===== config.mk =====
export PLATFORM = sky130hd
export DESIGN_NAME = rx_err_irq_ctrl
export DESIGN_NICKNAME = d
export VERILOG_FILES = /design/src/rtl/rx_err_irq_pkg.sv /design/src/rtl/sticky_bit.sv /design/src/rtl/ctrl_reg.sv /design/src/rtl/irq_unit.sv /design/src/rtl/rx_err_irq_ctrl.sv
export SDC_FILE = /design/constraint.sdc
export NUM_CORES = 1
export LEC_CHECK = 0
export BUFFER_PORTS_ARGS = -buffer_cell sky130_fd_sc_hd__buf_2
export CORE_UTILIZATION = 34
export CTS_BUF_LIST = sky130_fd_sc_hd__clkbuf_8
export CTS_CLUSTER_SIZE = 25
export DETAILED_ROUTE_END_ITERATION = 10
export PLACE_DENSITY = 0.81
export SYNTH_ARGS = -nofsm -noshare
export SYNTH_HDL_FRONTEND = slang
export SYNTH_SLANG_ARGS = --single-unit

===== constraint.sdc =====
create_clock -name clk -period 0.85 [get_ports clk]
set_input_delay 0.255 -clock clk [delete_from_list [all_inputs] [get_ports clk]]
set_output_delay 0.255 -clock clk [all_outputs]
set_load 0.05 [all_outputs]

===== src/rtl/rx_err_irq_pkg.sv =====
package rx_err_irq_pkg;
  localparam int WORD_W = 32;
  localparam int NERR   = 3;
  localparam int ERR_PAR = 0;
  localparam int ERR_FRM = 1;
  localparam int ERR_OVR = 2;

  typedef enum logic [1:0] {
    SEL_CTRL   = 2'd0,
    SEL_FLGCMD = 2'd1,
    SEL_IRQEN  = 2'd2,
    SEL_IRQACK = 2'd3
  } wsel_e;

  localparam int MODE_W   = 3;
  localparam logic [MODE_W-1:0] MODE_8 = 3'd0;
  localparam logic [MODE_W-1:0] MODE_7 = 3'd2;
  localparam int CB_ODD  = 5;
  localparam int CB_STP2 = 7;

  localparam int CMD_RXOFF = 0;
  localparam int CMD_RXON  = 1;

  localparam int IRQ_TX    = 0;
  localparam int IRQ_RX    = 1;
  localparam int IRQ_ERR   = 2;
  localparam int IRQ_TXBUF = 3;
  localparam int IRQ_N     = 4;

  function automatic int state_pos(input int e);
    case (e)
      ERR_PAR: return 16;
      ERR_FRM: return 17;
      default: return 19;
    endcase
  endfunction

  function automatic int chk_pos(input int e);
    case (e)
      ERR_PAR: return 20;
      ERR_FRM: return 17;
      default: return 19;
    endcase
  endfunction

  function automatic int clr_pos(input int e);
    case (e)
      ERR_PAR: return 2;
      ERR_FRM: return 3;
      default: return 5;
    endcase
  endfunction

  // sticky update: a set in the same cycle as a clear is kept
  function automatic logic sticky_next(input logic q, input logic set, input logic clr);
    return set | (q & ~clr);
  endfunction

  function automatic logic [MODE_W-1:0] legal_mode(input logic [MODE_W-1:0] m);
    return (m == MODE_7) ? MODE_7 : MODE_8;
  endfunction

  function automatic logic [WORD_W-1:0] ctrl_filter(input logic [WORD_W-1:0] d);
    logic [WORD_W-1:0] r;
    r = '0;
    r[MODE_W-1:0] = legal_mode(d[MODE_W-1:0]);
    r[CB_ODD]  = d[CB_ODD];
    r[CB_STP2] = d[CB_STP2];
    for (int e = 0; e < NERR; e++) r[chk_pos(e)] = d[chk_pos(e)];
    return r;
  endfunction
endpackage


===== src/rtl/sticky_bit.sv =====
module sticky_bit (
  input  logic clk,
  input  logic rst_n,
  input  logic set_i,
  input  logic clr_i,
  output logic q_o
);
  import rx_err_irq_pkg::*;

  always_ff @(posedge clk or negedge rst_n) begin
    if (!rst_n) q_o <= 1'b0;
    else        q_o <= sticky_next(q_o, set_i, clr_i);
  end

  AST_SET_WINS: assert property (@(posedge clk) disable iff (!rst_n)
    set_i |=> q_o);
  AST_HOLD: assert property (@(posedge clk) disable iff (!rst_n)
    (q_o && !clr_i) |=> q_o);
  AST_CLEARED: assert property (@(posedge clk) disable iff (!rst_n)
    (clr_i && !set_i) |=> !q_o);
endmodule


===== src/rtl/ctrl_reg.sv =====
module ctrl_reg
  import rx_err_irq_pkg::*;
(
  input  logic              clk,
  input  logic              rst_n,
  input  logic              wr_i,
  input  logic [WORD_W-1:0] data_i,
  output logic [WORD_W-1:0] ctrl_o
);
  always_ff @(posedge clk or negedge rst_n) begin
    if (!rst_n)    ctrl_o <= '0;
    else if (wr_i) ctrl_o <= ctrl_filter(data_i);
  end

  AST_MODE_LEGAL: assert property (@(posedge clk) disable iff (!rst_n)
    (ctrl_o[MODE_W-1:0] == MODE_8) || (ctrl_o[MODE_W-1:0] == MODE_7));
  AST_CTRL_KEEP: assert property (@(posedge clk) disable iff (!rst_n)
    !wr_i |=> $stable(ctrl_o));
endmodule


===== src/rtl/irq_unit.sv =====
module irq_unit
  import rx_err_irq_pkg::*;
(
  input  logic             clk,
  input  logic             rst_n,
  input  logic             ien_wr_i,
  input  logic             ack_wr_i,
  input  logic [IRQ_N-1:0] data_i,
  input  logic             tx_evt_i,
  input  logic             rx_evt_i,
  input  logic             txbuf_req_i,
  input  logic             err_any_i,
  output logic [IRQ_N-1:0] ien_o,
  output logic             irq_tx_o,
  output logic             irq_rx_o,
  output logic             irq_err_o
);
  logic [1:0] evt_w;
  logic [1:0] ack_w;
  logic [1:0] pend_w;

  assign evt_w = {rx_evt_i, tx_evt_i};
  assign ack_w = {ack_wr_i & data_i[IRQ_RX], ack_wr_i & data_i[IRQ_TX]};

  always_ff @(posedge clk or negedge rst_n) begin
    if (!rst_n)        ien_o <= '0;
    else if (ien_wr_i) ien_o <= data_i;
  end

  for (genvar s = 0; s < 2; s++) begin : g_pend
    sticky_bit u_pend (
      .clk   (clk),
      .rst_n (rst_n),
      .set_i (evt_w[s]),
      .clr_i (ack_w[s]),
      .q_o   (pend_w[s])
    );
  end

  assign irq_tx_o  = (pend_w[IRQ_TX] & ien_o[IRQ_TX]) | (txbuf_req_i & ien_o[IRQ_TXBUF]);
  assign irq_rx_o  = pend_w[IRQ_RX] & ien_o[IRQ_RX];
  assign irq_err_o = err_any_i & ien_o[IRQ_ERR];

  AST_RX_LATCH: assert property (@(posedge clk) disable iff (!rst_n)
    (rx_evt_i && ien_o[IRQ_RX] && !ien_wr_i) |=> irq_rx_o);
  AST_TX_ACK: assert property (@(posedge clk) disable iff (!rst_n)
    (ack_w[0] && !tx_evt_i && !txbuf_req_i) |=> !irq_tx_o);
endmodule


===== src/rtl/rx_err_irq_ctrl.sv =====
module rx_err_irq_ctrl
  import rx_err_irq_pkg::*;
(
  input  logic              clk,
  input  logic              rst_n,
  input  logic              wr_en,
  input  logic [1:0]        wr_sel,
  input  logic [WORD_W-1:0] wr_data,
  input  logic              par_err_stb,
  input  logic              frm_err_stb,
  input  logic              ovr_err_stb,
  input  logic              tx_evt,
  input  logic              rx_evt,
  input  logic              txbuf_req,
  output logic [WORD_W-1:0] state_word,
  output logic [WORD_W-1:0] ctrl_word,
  output logic              rx_enable,
  output logic              parity_odd,
  output logic              two_stop,
  output logic              char7,
  output logic              irq_tx,
  output logic              irq_rx,
  output logic              irq_err
);
  logic ctrl_wr, cmd_wr, ien_wr, ack_wr;
  logic [NERR-1:0] err_stb, err_set, err_clr, err_q;
  logic [IRQ_N-1:0] ien_w;
  logic rx_on, rx_off;

  assign ctrl_wr = wr_en && (wsel_e'(wr_sel) == SEL_CTRL);
  assign cmd_wr  = wr_en && (wsel_e'(wr_sel) == SEL_FLGCMD);
  assign ien_wr  = wr_en && (wsel_e'(wr_sel) == SEL_IRQEN);
  assign ack_wr  = wr_en && (wsel_e'(wr_sel) == SEL_IRQACK);

  ctrl_reg u_ctrl (
    .clk    (clk),
    .rst_n  (rst_n),
    .wr_i   (ctrl_wr),
    .data_i (wr_data),
    .ctrl_o (ctrl_word)
  );

  assign parity_odd = ctrl_word[CB_ODD];
  assign two_stop   = ctrl_word[CB_STP2];
  assign char7      = (ctrl_word[MODE_W-1:0] == MODE_7);

  assign err_stb[ERR_PAR] = par_err_stb;
  assign err_stb[ERR_FRM] = frm_err_stb;
  assign err_stb[ERR_OVR] = ovr_err_stb;

  for (genvar e = 0; e < NERR; e++) begin : g_err
    assign err_set[e] = err_stb[e] & ctrl_word[chk_pos(e)];
    assign err_clr[e] = (cmd_wr & wr_data[clr_pos(e)]) | (ack_wr & wr_data[IRQ_ERR]);
    sticky_bit u_flag (
      .clk   (clk),
      .rst_n (rst_n),
      .set_i (err_set[e]),
      .clr_i (err_clr[e]),
      .q_o   (err_q[e])
    );
    AST_CHK_GATE: assert property (@(posedge clk) disable iff (!rst_n)
      (err_stb[e] && !ctrl_word[chk_pos(e)] && !err_q[e]) |=> !err_q[e]);
  end

  always_comb begin
    state_word = '0;
    for (int e = 0; e < NERR; e++) state_word[state_pos(e)] = err_q[e];
  end

  assign rx_on  = cmd_wr & wr_data[CMD_RXON];
  assign rx_off = cmd_wr & wr_data[CMD_RXOFF];

  sticky_bit u_rxen (
    .clk   (clk),
    .rst_n (rst_n),
    .set_i (rx_on),
    .clr_i (rx_off),
    .q_o   (rx_enable)
  );

  irq_unit u_irq (
    .clk         (clk),
    .rst_n       (rst_n),
    .ien_wr_i    (ien_wr),
    .ack_wr_i    (ack_wr),
    .data_i      (wr_data[IRQ_N-1:0]),
    .tx_evt_i    (tx_evt),
    .rx_evt_i    (rx_evt),
    .txbuf_req_i (txbuf_req),
    .err_any_i   (|err_q),
    .ien_o       (ien_w),
    .irq_tx_o    (irq_tx),
    .irq_rx_o    (irq_rx),
    .irq_err_o   (irq_err)
  );

  AST_ERR_RAISE: assert property (@(posedge clk) disable iff (!rst_n)
    ((|err_set) && ien_w[IRQ_ERR] && !ien_wr) |=> irq_err);
  AST_RXEN_ON: assert property (@(posedge clk) disable iff (!rst_n)
    rx_on |=> rx_enable);
  AST_ACK_ERR: assert property (@(posedge clk) disable iff (!rst_n)
    (ack_wr && wr_data[IRQ_ERR] && !(|err_stb)) |=> (state_word == '0));
endmodule


==> results.json, run 1 <==
{
  "status": "finished, violations left",
  "violations": "negative setup slack",
  "cp.depth": 2,
  "clock_path_buffers": 2,
  "fmax_ghz": 0.715,
  "crit_family": "flip-flops",
  "layout.nets": 203,
  "syn_area_per_cell_sq_um": 10.6,
  "timing.rr.start": "g_err[0].u_flag.q_o",
  "post-synth-top-area-cell": "buf_4",
  "crit_chain": "o31a_4 -> buf_6",
  "ys_types": 20,
  "worstPathMaxFanout": 2,
  "clkSlewWorstSetupHoldPaths_ns": 0.06,
  "core_sq_um": 3340,
  "synth_ff_type": "dfrtp_1",
  "min_path_type": "in -> reg",
  "hold_ws_ns": 0.190,
  "numCtsBuffers": 3,
  "reg2reg_slack_ns": -0.19,
  "power_density_nw_per_um2": 2320,
  "skew_ns": 0.0000464,
  "period_share_pct": 165,
  "antenna_cells": 0,
  "start_kind": "register",
  "syn_area_sq_um": 1190,
  "clockRootBuffer": "clkbuf_8",
  "critPathLaunch": "g_err[0].u_flag.q_o",
  "endpoint_kind": "primary output",
  "multi_input_area_sq_um": 541,
  "r2r-end": "g_err[0].u_flag.q_o",
  "cts.sinks": 16,
  "start_util_pct": 35.6,
  "crit_type": "reg -> out",
  "layout-drive-gt1-share_pct": 48.4,
  "wl_per_cell_microns": 10.6,
  "ys_top_cells_by_area": "buf_4 (39%), dfrtp_1 (34%), mux2_2 (9.5%)",
  "die_y_microns": 61.1,
  "first_global_vias": 669,
  "worstHoldStart": "rx_evt",
  "ant_nets": 0,
  "vias_per_cell": 3.82,
  "drtIter0Drc": 15,
  "htreeDepth": 1,
  "firstDrtPassIters": 4,
  "synth_compound_area_share_pct": 7.27,
  "critical_path_buf_inv_count": 1,
  "fp-row-count": 21,
  "final_cells": 205,
  "place_congestion": 0.704,
  "worstRegToRegCells": 4,
  "crit_end": "irq_err",
  "arrival_ns": 1.14,
  "drt-total-wl_microns": 2170,
  "synthMuxAreaShare_pct": 11.2,
  "drc": 0,
  "drv_slew": 0,
  "synth_seq_area_share_pct": 33.7,
  "synthSimpleGateAreaFrac_pct": 6.11,
  "clkLatencyLatePin_ns": 0.24,
  "min_period_ns": 1.40,
  "synth_top_family_by_area": "buffers and inverters",
  "grt_pass1_wl_microns": 3030,
  "p_leak_nw": 0.796,
  "hpwl_microns": 1530,
  "die_area_sq_um": 3730,
  "tritoncts": "done",
  "drv_cap": 0,
  "hold_viol": 0,
  "async_flop_share_pct": 100,
  "required_ns": 0.59,
  "fillCellCount": 331,
  "io_buffers": 35,
  "synth_edf_count": 0,
  "setup_viol": 29,
  "antenna_found_initial": 0,
  "ir_drop_v": 0.000655,
  "fin_ws_ns": -0.549,
  "synth-xor-area-share_pct": 0,
  "io_pins": 114,
  "rsz0062_at_grt": "true",
  "die_x_microns": 61.1,
  "grt_max_degree": 17,
  "synth_fa_ha_area_share_pct": 0,
  "regArea_sq_um": 409,
  "synth_top_area_share_pct": 38.6,
  "area_growth_pct": 29.9,
  "dp_cells": 193,
  "yosys-top-cells-count": "buf_4 (61), dfrtp_1 (16), mux2_2 (10)",
  "overflow": 0,
  "ys.warnings.count": 0,
  "p_total_mw": 3.57,
  "slowest_delay_ns": 0.39,
  "critPathSlowestCell": "dfrtp_1",
  "synth-seq-cells": 16,
  "yosysMostFrequentCell": "buf_4",
  "vias": 784,
  "grtUsageTotal_pct": 11.6,
  "synth_cells": 112
}
-- metal layers --
metal | routed length (microns) | GRT usage (%) | vias to the layer above
met1 | 818 | 14.1 | 389
met3 | 158 | 3.57 | 2
met4 | 10 | 4.87 | 0
li1 | - | - | 352
met2 | 1180 | 18.9 | 41
met5 | 0 | 0 | -
-- per-stage QoR --
step / setup slack [ns] / util, % / TNS [ns] / cell area [sq um]
after floorplan: -0.294 / - / -3.33 / 1440
after global placement: -0.394 / 37.1 / -5.42 / 1240
after detailed placement: -0.415 / 37.1 / -5.68 / 1240
after CTS: -0.548 / 45.3 / -5.58 / 1510
after global routing: -0.579 / 46.2 / -6.36 / 1540
final: -0.549 / 46.2 / -5.68 / 1540
-- layout make-up --
cell class | instances | area share, %
Clock buffer | 4 | 3.57
Multi-Input combinational cell | 86 | 35.0
Sequential cell | 16 | 26.5
Tap cell | 46 | 3.73
Timing Repair Buffer | 53 | 31.1
-- flip-flops by register name (all words and copies together), names as in the netlist --
register / cells
g_err.u_flag.q_o: 3
u_ctrl.ctrl_o: 6
u_irq.g_pend.u_pend.q_o: 2
u_irq.ien_o: 4
u_rxen.q_o: 1
-- cells in the final DEF (no fill, tap or decap) --
| cell | synthesis | layout |
|---|---|---|
| a22o_4 | 0 | 1 |
| mux2_4 | 0 | 6 |
| buf_6 | 3 | 22 |
| nand4b_1 | 1 | 1 |
| dlygate4sd3_1 | 0 | 1 |
| conb_1 | 1 | 55 |
| buf_4 | 61 | 9 |
| a21o_1 | 2 | 2 |
| buf_2 | 0 | 16 |
| dfrtp_2 | 0 | 7 |
| dfrtp_1 | 16 | 9 |
| mux2_2 | 10 | 4 |
| a22o_1 | 2 | 1 |
| a221o_1 | 2 | 2 |
| nand3_1 | 1 | 1 |
| a32o_1 | 1 | 1 |
| nor2b_1 | 1 | 1 |
| nand3b_1 | 1 | 1 |
| o31a_4 | 0 | 1 |
| mux2i_1 | 2 | 2 |
| nor3b_1 | 1 | 1 |
| and2_4 | 0 | 1 |
| clkbuf_8 | 0 | 4 |
| nor3b_4 | 1 | 1 |
| a21boi_1 | 0 | 2 |
| nand4_1 | 2 | 2 |
| buf_8 | 0 | 5 |
-- worst min path at each step --
stage	to	slack (ns)	cells past startpoint
2_1_floorplan	g_err[0].u_flag.q_o	-0.04	0
3_3_place_gp	g_err[0].u_flag.q_o	0.18	1
3_5_place_dp	g_err[0].u_flag.q_o	0.18	1
4_1_cts	u_irq.g_pend[1].u_pend.q_o	0.19	2
5_1_grt	u_irq.g_pend[0].u_pend.q_o	0.19	2
6_report	u_irq.g_pend[1].u_pend.q_o	0.19	2
-- cells by family (layout without fill, tap and decap cells) --
kind of cell	after synthesis	after routing
multiplexers	12	12
other	1	55
AO/OA/AOI/OAI	10	10
AND/OR/NAND/NOR	9	9
buffers and inverters	64	57
flip-flops	16	16
-- where the power goes --
part	switching [mW]	internal [mW]	total, mW
Clock	0.236	0.410	0.646
Sequential	0.112	0.895	1.01
Combinational	1.25	0.673	1.92
Total	1.59	1.98	3.57
-- what timing repair did --
| action | CTS | global route |
|---|---|---|
| setup buffers | 5 | 4 |
| pin swaps | 1 | 0 |
| resized for setup | 54 | 6 |
| setup endpoints to repair | 28 | 29 |
| cloned | 0 | 0 |
| hold buffers | 1 | 0 |
| endpoints found under the hold margin | 16 | 0 |
No activity file was read; power rests on OpenSTA's default activity.
==> run 2, diff against run 1 <==
--- a/config.mk
+++ b/config.mk
@@ -8,3 +8,3 @@
 export BUFFER_PORTS_ARGS = -buffer_cell sky130_fd_sc_hd__buf_2
-export CORE_UTILIZATION = 34
+export CORE_UTILIZATION = 37
 export CTS_BUF_LIST = sky130_fd_sc_hd__clkbuf_8
@@ -12,3 +12,4 @@
 export DETAILED_ROUTE_END_ITERATION = 10
-export PLACE_DENSITY = 0.81
+export GPL_TIMING_DRIVEN = 0
+export PLACE_DENSITY = 0.83
 export SYNTH_ARGS = -nofsm -noshare
==> constraint.sdc (replaced) <==
create_clock -name clk -period 1.5 [get_ports clk]
set_input_delay 0 -clock clk [delete_from_list [all_inputs] [get_ports clk]]
set_output_delay 0 -clock clk [all_outputs]
set_load 0.05 [all_outputs]
==> run 2 against run 1 <==
The flow now finishes without violations. Register-to-register slack improved by 0.76 ns. Critical path type unchanged. Sequential power fell by 46%. Worst hold slack got worse by 0.18 ns. First-iteration DRC count fell by 67%.
==> results.json, run 2 (same netlist as run 1, synthesis figures left out) <==
{
  "status": "completed",
  "drtIter0Drc": 5,
  "vias_per_cell": 3.51,
  "drc": 0,
  "skew_ns": 0.000475,
  "overflow": 0,
  "critical_path_buf_inv_count": 1,
  "p_leak_nw": 0.996,
  "min_path_type": "in -> reg",
  "postLayoutCoreUtil_pct": 57.3,
  "first_global_vias": 789,
  "critPathSlowestCell": "dfrtp_1",
  "worstHoldPathCells": 2,
  "arrival_ns": 1.15,
  "numCtsBuffers": 3,
  "vias": 895,
  "regArea_sq_um": 400,
  "rsz0062_at_grt": "false",
  "cp.depth": 2,
  "finalSetupTns_ns": 0,
  "largest_reg_flops": 6,
  "crit_family": "flip-flops",
  "final_common_cell": "buf_4",
  "fp-row-count": 20,
  "cts.repair.resized": 0,
  "clkLatencyLatePin_ns": 0.24,
  "timing.rr.start": "g_err[1].u_flag.q_o",
  "grt_use_met1_pct": 13.3,
  "worstHoldStart": "frm_err_stb",
  "die_x_microns": 58.7,
  "clockRootBuffer": "clkbuf_8",
  "grt_busiest_layer": "met2",
  "final_cell_mix": "buf_4 (61), conb_1 (55), buf_2 (32)",
  "ant_nets": 0,
  "endpoint_kind": "primary output",
  "grt_max_degree": 17,
  "grt_pass1_wl_microns": 3330,
  "largestRegisters": "u_ctrl.ctrl_o x6, u_irq.ien_o x4, g_err.u_flag.q_o x3",
  "grt_util_met3_pct": 3.30,
  "tritoncts": "done",
  "grt_util_met2_pct": 24.0,
  "critPathLaunch": "g_err[1].u_flag.q_o",
  "drv_slew": 0,
  "clkSlewWorstSetupHoldPaths_ns": 0.06,
  "fmax_ghz": 0.868,
  "slowest_delay_ns": 0.41,
  "worstRegToRegCells": 2,
  "start_kind": "register",
  "cts_setup_buffers": 0,
  "grtUsageTotal_pct": 12.5,
  "p_total_mw": 1.89,
  "wl_per_cell_microns": 8.12,
  "min_period_ns": 1.15,
  "crit_type": "reg -> out",
  "layout.nets": 255,
  "io_buffers": 32,
  "place_congestion": 0.759,
  "fillCellCount": 298,
  "drt-total-wl_microns": 2070,
  "start_util_pct": 38.9,
  "io_pins": 114,
  "die_y_microns": 58.7,
  "power_density_nw_per_um2": 1080,
  "crit_chain": "o31a_1 -> buf_2",
  "layout-drive-gt1-share_pct": 52.6,
  "worstPathMaxFanout": 4,
  "hold_viol": 0,
  "clock_path_buffers": 2,
  "period_share_pct": 76.8,
  "antenna_cells": 0,
  "required_ns": 1.50,
  "firstDrtPassIters": 4,
  "cts.sinks": 16,
  "setup_viol": 0,
  "area_growth_pct": 47.4,
  "hold_buffers": 9,
  "ir_drop_v": 0.000451,
  "hold_ws_ns": 0.00864,
  "core_sq_um": 3050,
  "hpwl_microns": 1750,
  "die_area_sq_um": 3440,
  "drv_cap": 0,
  "multi_input_area_sq_um": 498,
  "antenna_found_initial": 0,
  "htreeDepth": 1,
  "regMostFlops": "u_ctrl.ctrl_o"
}
[run 2: changes by cell type in the layout (fill, tap and decap cells not counted), moves of 2 or more]
cell	before	now
buf_4	9	61
buf_6	22	3
buf_2	16	32
dlygate4sd3_1	1	9
dfrtp_1	9	16
dfrtp_2	7	0
mux2_2	4	10
mux2_4	6	0
buf_8	5	0
a21boi_0	0	2
a21boi_1	2	0
[run 2: power breakdown]
| group | switching [mW] | internal, mW |
|---|---|---|
| Clock | 0.140 | 0.232 |
| Combinational | 0.683 | 0.289 |
| Sequential | 0.0449 | 0.500 |
| Total | 0.868 | 1.02 |
[run 2: path summary, 6_finish.rpt]
check	slack, ns	end
setup reg to reg	0.57	g_err[1].u_flag.q_o
setup / recovery	0.35	irq_err
min in group asynchronous	0.21	u_irq.g_pend[1].u_pend.q_o
hold / removal	0.009	g_err[1].u_flag.q_o
hold reg to reg	0.48	u_irq.g_pend[0].u_pend.q_o
max in group asynchronous	1.02	u_ctrl.ctrl_o[19]
[run 2: routing by layer]
layer | wire [microns] | share of wire [%]
met4 | 16 | 0.77
met2 | 1120 | 54
met3 | 208 | 10
met1 | 723 | 35
met5 | 0 | 0
[run 2: area by class of cell]
| class | instances | share of cell area (%) |
|---|---|---|
| repair buffers | 41 | 14.3 |
| flip-flops and latches | 16 | 22.9 |
| clock buffers | 4 | 3.15 |
| well taps | 44 | 3.15 |
| multi-input cells | 86 | 28.4 |
| plain buffers | 64 | 28.1 |
[run 2: through the flow]
step / cells / cell area [sq um] / setup slack (ns)
after floorplan: 166 / 1390 / 0.464
after global placement: 242 / 1610 / 0.500
after detailed placement: 242 / 1610 / 0.494
after CTS: 255 / 1750 / 0.346
after global routing: 255 / 1750 / 0.316
final: 255 / 1750 / 0.347
==> run 3, diff against run 2 <==
Settings changed: CORE_UTILIZATION 37 to 34, PLACE_DENSITY 0.83 to 0.81.
Clock period 1.5 ns to 1 ns, I/O delays scaled along.
==> run 3 against run 2 <==
The run now ends with negative setup slack left. First-iteration DRC count rose to 2.8 times the previous value. Clock skew barely moved. Cell count grew 3.1%. Sequential share of layout area down 0.82 points. Combinational power up 62%. Clock-buffer cell count did not move.
==> results.json, run 3 (same netlist as run 1, synthesis figures left out) <==
{
  "regArea_sq_um": 408,
  "vias_per_cell": 3.43,
  "layout-drive-gt1-share_pct": 56.2,
  "final_cells": 263,
  "skew_ns": 0.000209,
  "fillCellCount": 322,
  "clkLatencyLatePin_ns": 0.24,
  "drc": 0,
  "drtIter0Drc": 14,
  "design_area_sq_um": 1850,
  "grt_pass1_wl_microns": 3250,
  "htreeDepth": 1,
  "hold_ws_ns": 0.00733,
  "start_util_pct": 35.6,
  "fp-row-count": 21,
  "hold_viol": 0,
  "vias": 901,
  "cts.sinks": 16,
  "antenna_cells": 0,
  "multi_input_area_sq_um": 498,
  "arrival_ns": 1.10,
  "top_layer_used": "met3",
  "start_kind": "register",
  "min_period_ns": 1.10,
  "tritoncts": "done",
  "drv_cap": 0,
  "p_leak_nw": 1.03,
  "post_dp_cell_area_sq_um": 1620,
  "grtUsageTotal_pct": 11.8,
  "area_growth_pct": 55.7,
  "wl_met1_microns": 807,
  "worstPathMaxFanout": 3,
  "antenna_found_initial": 0,
  "dr_wl_met2_microns": 1150,
  "io_pins": 114,
  "fmax_ghz": 0.907,
  "clockRootBuffer": "clkbuf_8",
  "core_sq_um": 3340,
  "clkSlewWorstSetupHoldPaths_ns": 0.07,
  "io_buffers": 32,
  "first_global_vias": 796,
  "overflow": 0,
  "ant_nets": 0,
  "crit_type": "reg -> out",
  "clock_path_buffers": 2,
  "period_share_pct": 110,
  "drt-total-wl_microns": 2150,
  "final_cell_mix": "buf_4 (70), conb_1 (55), buf_2 (23)",
  "layout.nets": 261,
  "status": "finished, violations left",
  "route.met3.wl_microns": 193,
  "wl_per_cell_microns": 8.18,
  "drv_slew": 0,
  "rsz0062_at_grt": "true",
  "setup_viol": 5,
  "endpoint_kind": "primary output",
  "min_path_type": "in -> reg",
  "numCtsBuffers": 3,
  "grt_max_degree": 17,
  "fin_ws_ns": -0.102,
  "violations": "negative setup slack",
  "ir_drop_v": 0.000626,
  "die_x_microns": 61.1,
  "die_y_microns": 61.1,
  "firstDrtPassIters": 4,
  "die_area_sq_um": 3730,
  "final_common_cell": "buf_4",
  "largestRegisters": "u_ctrl.ctrl_o x6, u_irq.ien_o x4, g_err.u_flag.q_o x3",
  "place_congestion": 0.738,
  "required_ns": 1.00,
  "hpwl_microns": 1730,
  "power_density_nw_per_um2": 1600,
  "regMostFlops": "u_ctrl.ctrl_o",
  "dp_cells": 244,
  "largest_reg_flops": 6
}
[run 3: worst paths after layout]
path	to	slack, ns	from	cells after the start
max in group asynchronous	u_ctrl.ctrl_o[1]	0.51	rst_n	2
worst min register to register	u_irq.g_pend[1].u_pend.q_o	0.47	u_irq.g_pend[1].u_pend.q_o	1
worst min-delay path	u_ctrl.ctrl_o[5]	0.007	wr_data[5]	2
worst max register to register	g_err[2].u_flag.q_o	-0.03	g_err[2].u_flag.q_o	3
min in group asynchronous	u_ctrl.ctrl_o[20]	0.19	rst_n	2
worst max-delay path	irq_err	-0.10	g_err[2].u_flag.q_o	2
[run 3: repair_timing]
action / 4_1_cts / 5_1_grt
pin swaps: 1 / 1
resized for setup: 7 / 13
setup buffers: 4 / 1
setup endpoints to repair: 4 / 10
hold buffers: 10 / 0
endpoints found under the hold margin: 25 / 0
[run 3: final cells by class]
class / count / share of cell area (%)
buffer: 64 / 26.6
clock buffer: 4 / 2.98
tap: 46 / 3.11
multi-input combinational: 86 / 26.9
sequential: 16 / 22.1
timing repair buffer: 47 / 18.3
[run 3: metrics by stage]
| step | setup slack, ns | TNS, ns | util, % | power (mW) |
|---|---|---|---|---|
| after floorplan | 0.0467 | 0 | - | 2.07 |
| after global placement | 0.00442 | 0 | 48.4 | 2.26 |
| after detailed placement | -0.0143 | -0.0551 | 48.4 | 2.28 |
| after CTS | -0.0911 | -0.154 | 54.6 | 2.95 |
| after global routing | -0.123 | -0.355 | 55.4 | 3.12 |
| final | -0.102 | -0.188 | 55.4 | 2.97 |
[run 3: power breakdown]
group | total [mW] | internal [mW] | switching (mW)
Sequential | 0.824 | 0.758 | 0.0657
Clock | 0.561 | 0.349 | 0.213
Combinational | 1.58 | 0.532 | 1.05
[run 3: worst max-delay path, stage by stage, from the launching register on]
cell,delay (ns)
dfrtp_1,0.41
o31a_1,0.30
buf_6,0.16
[run 3: routing by layer]
metal | track usage (%) | up-vias
met5 | 0 | -
met1 | 13.1 | 389
met3 | 2.52 | 0
met2 | 22.4 | 43
li1 | - | 469
met4 | 3.90 | 0
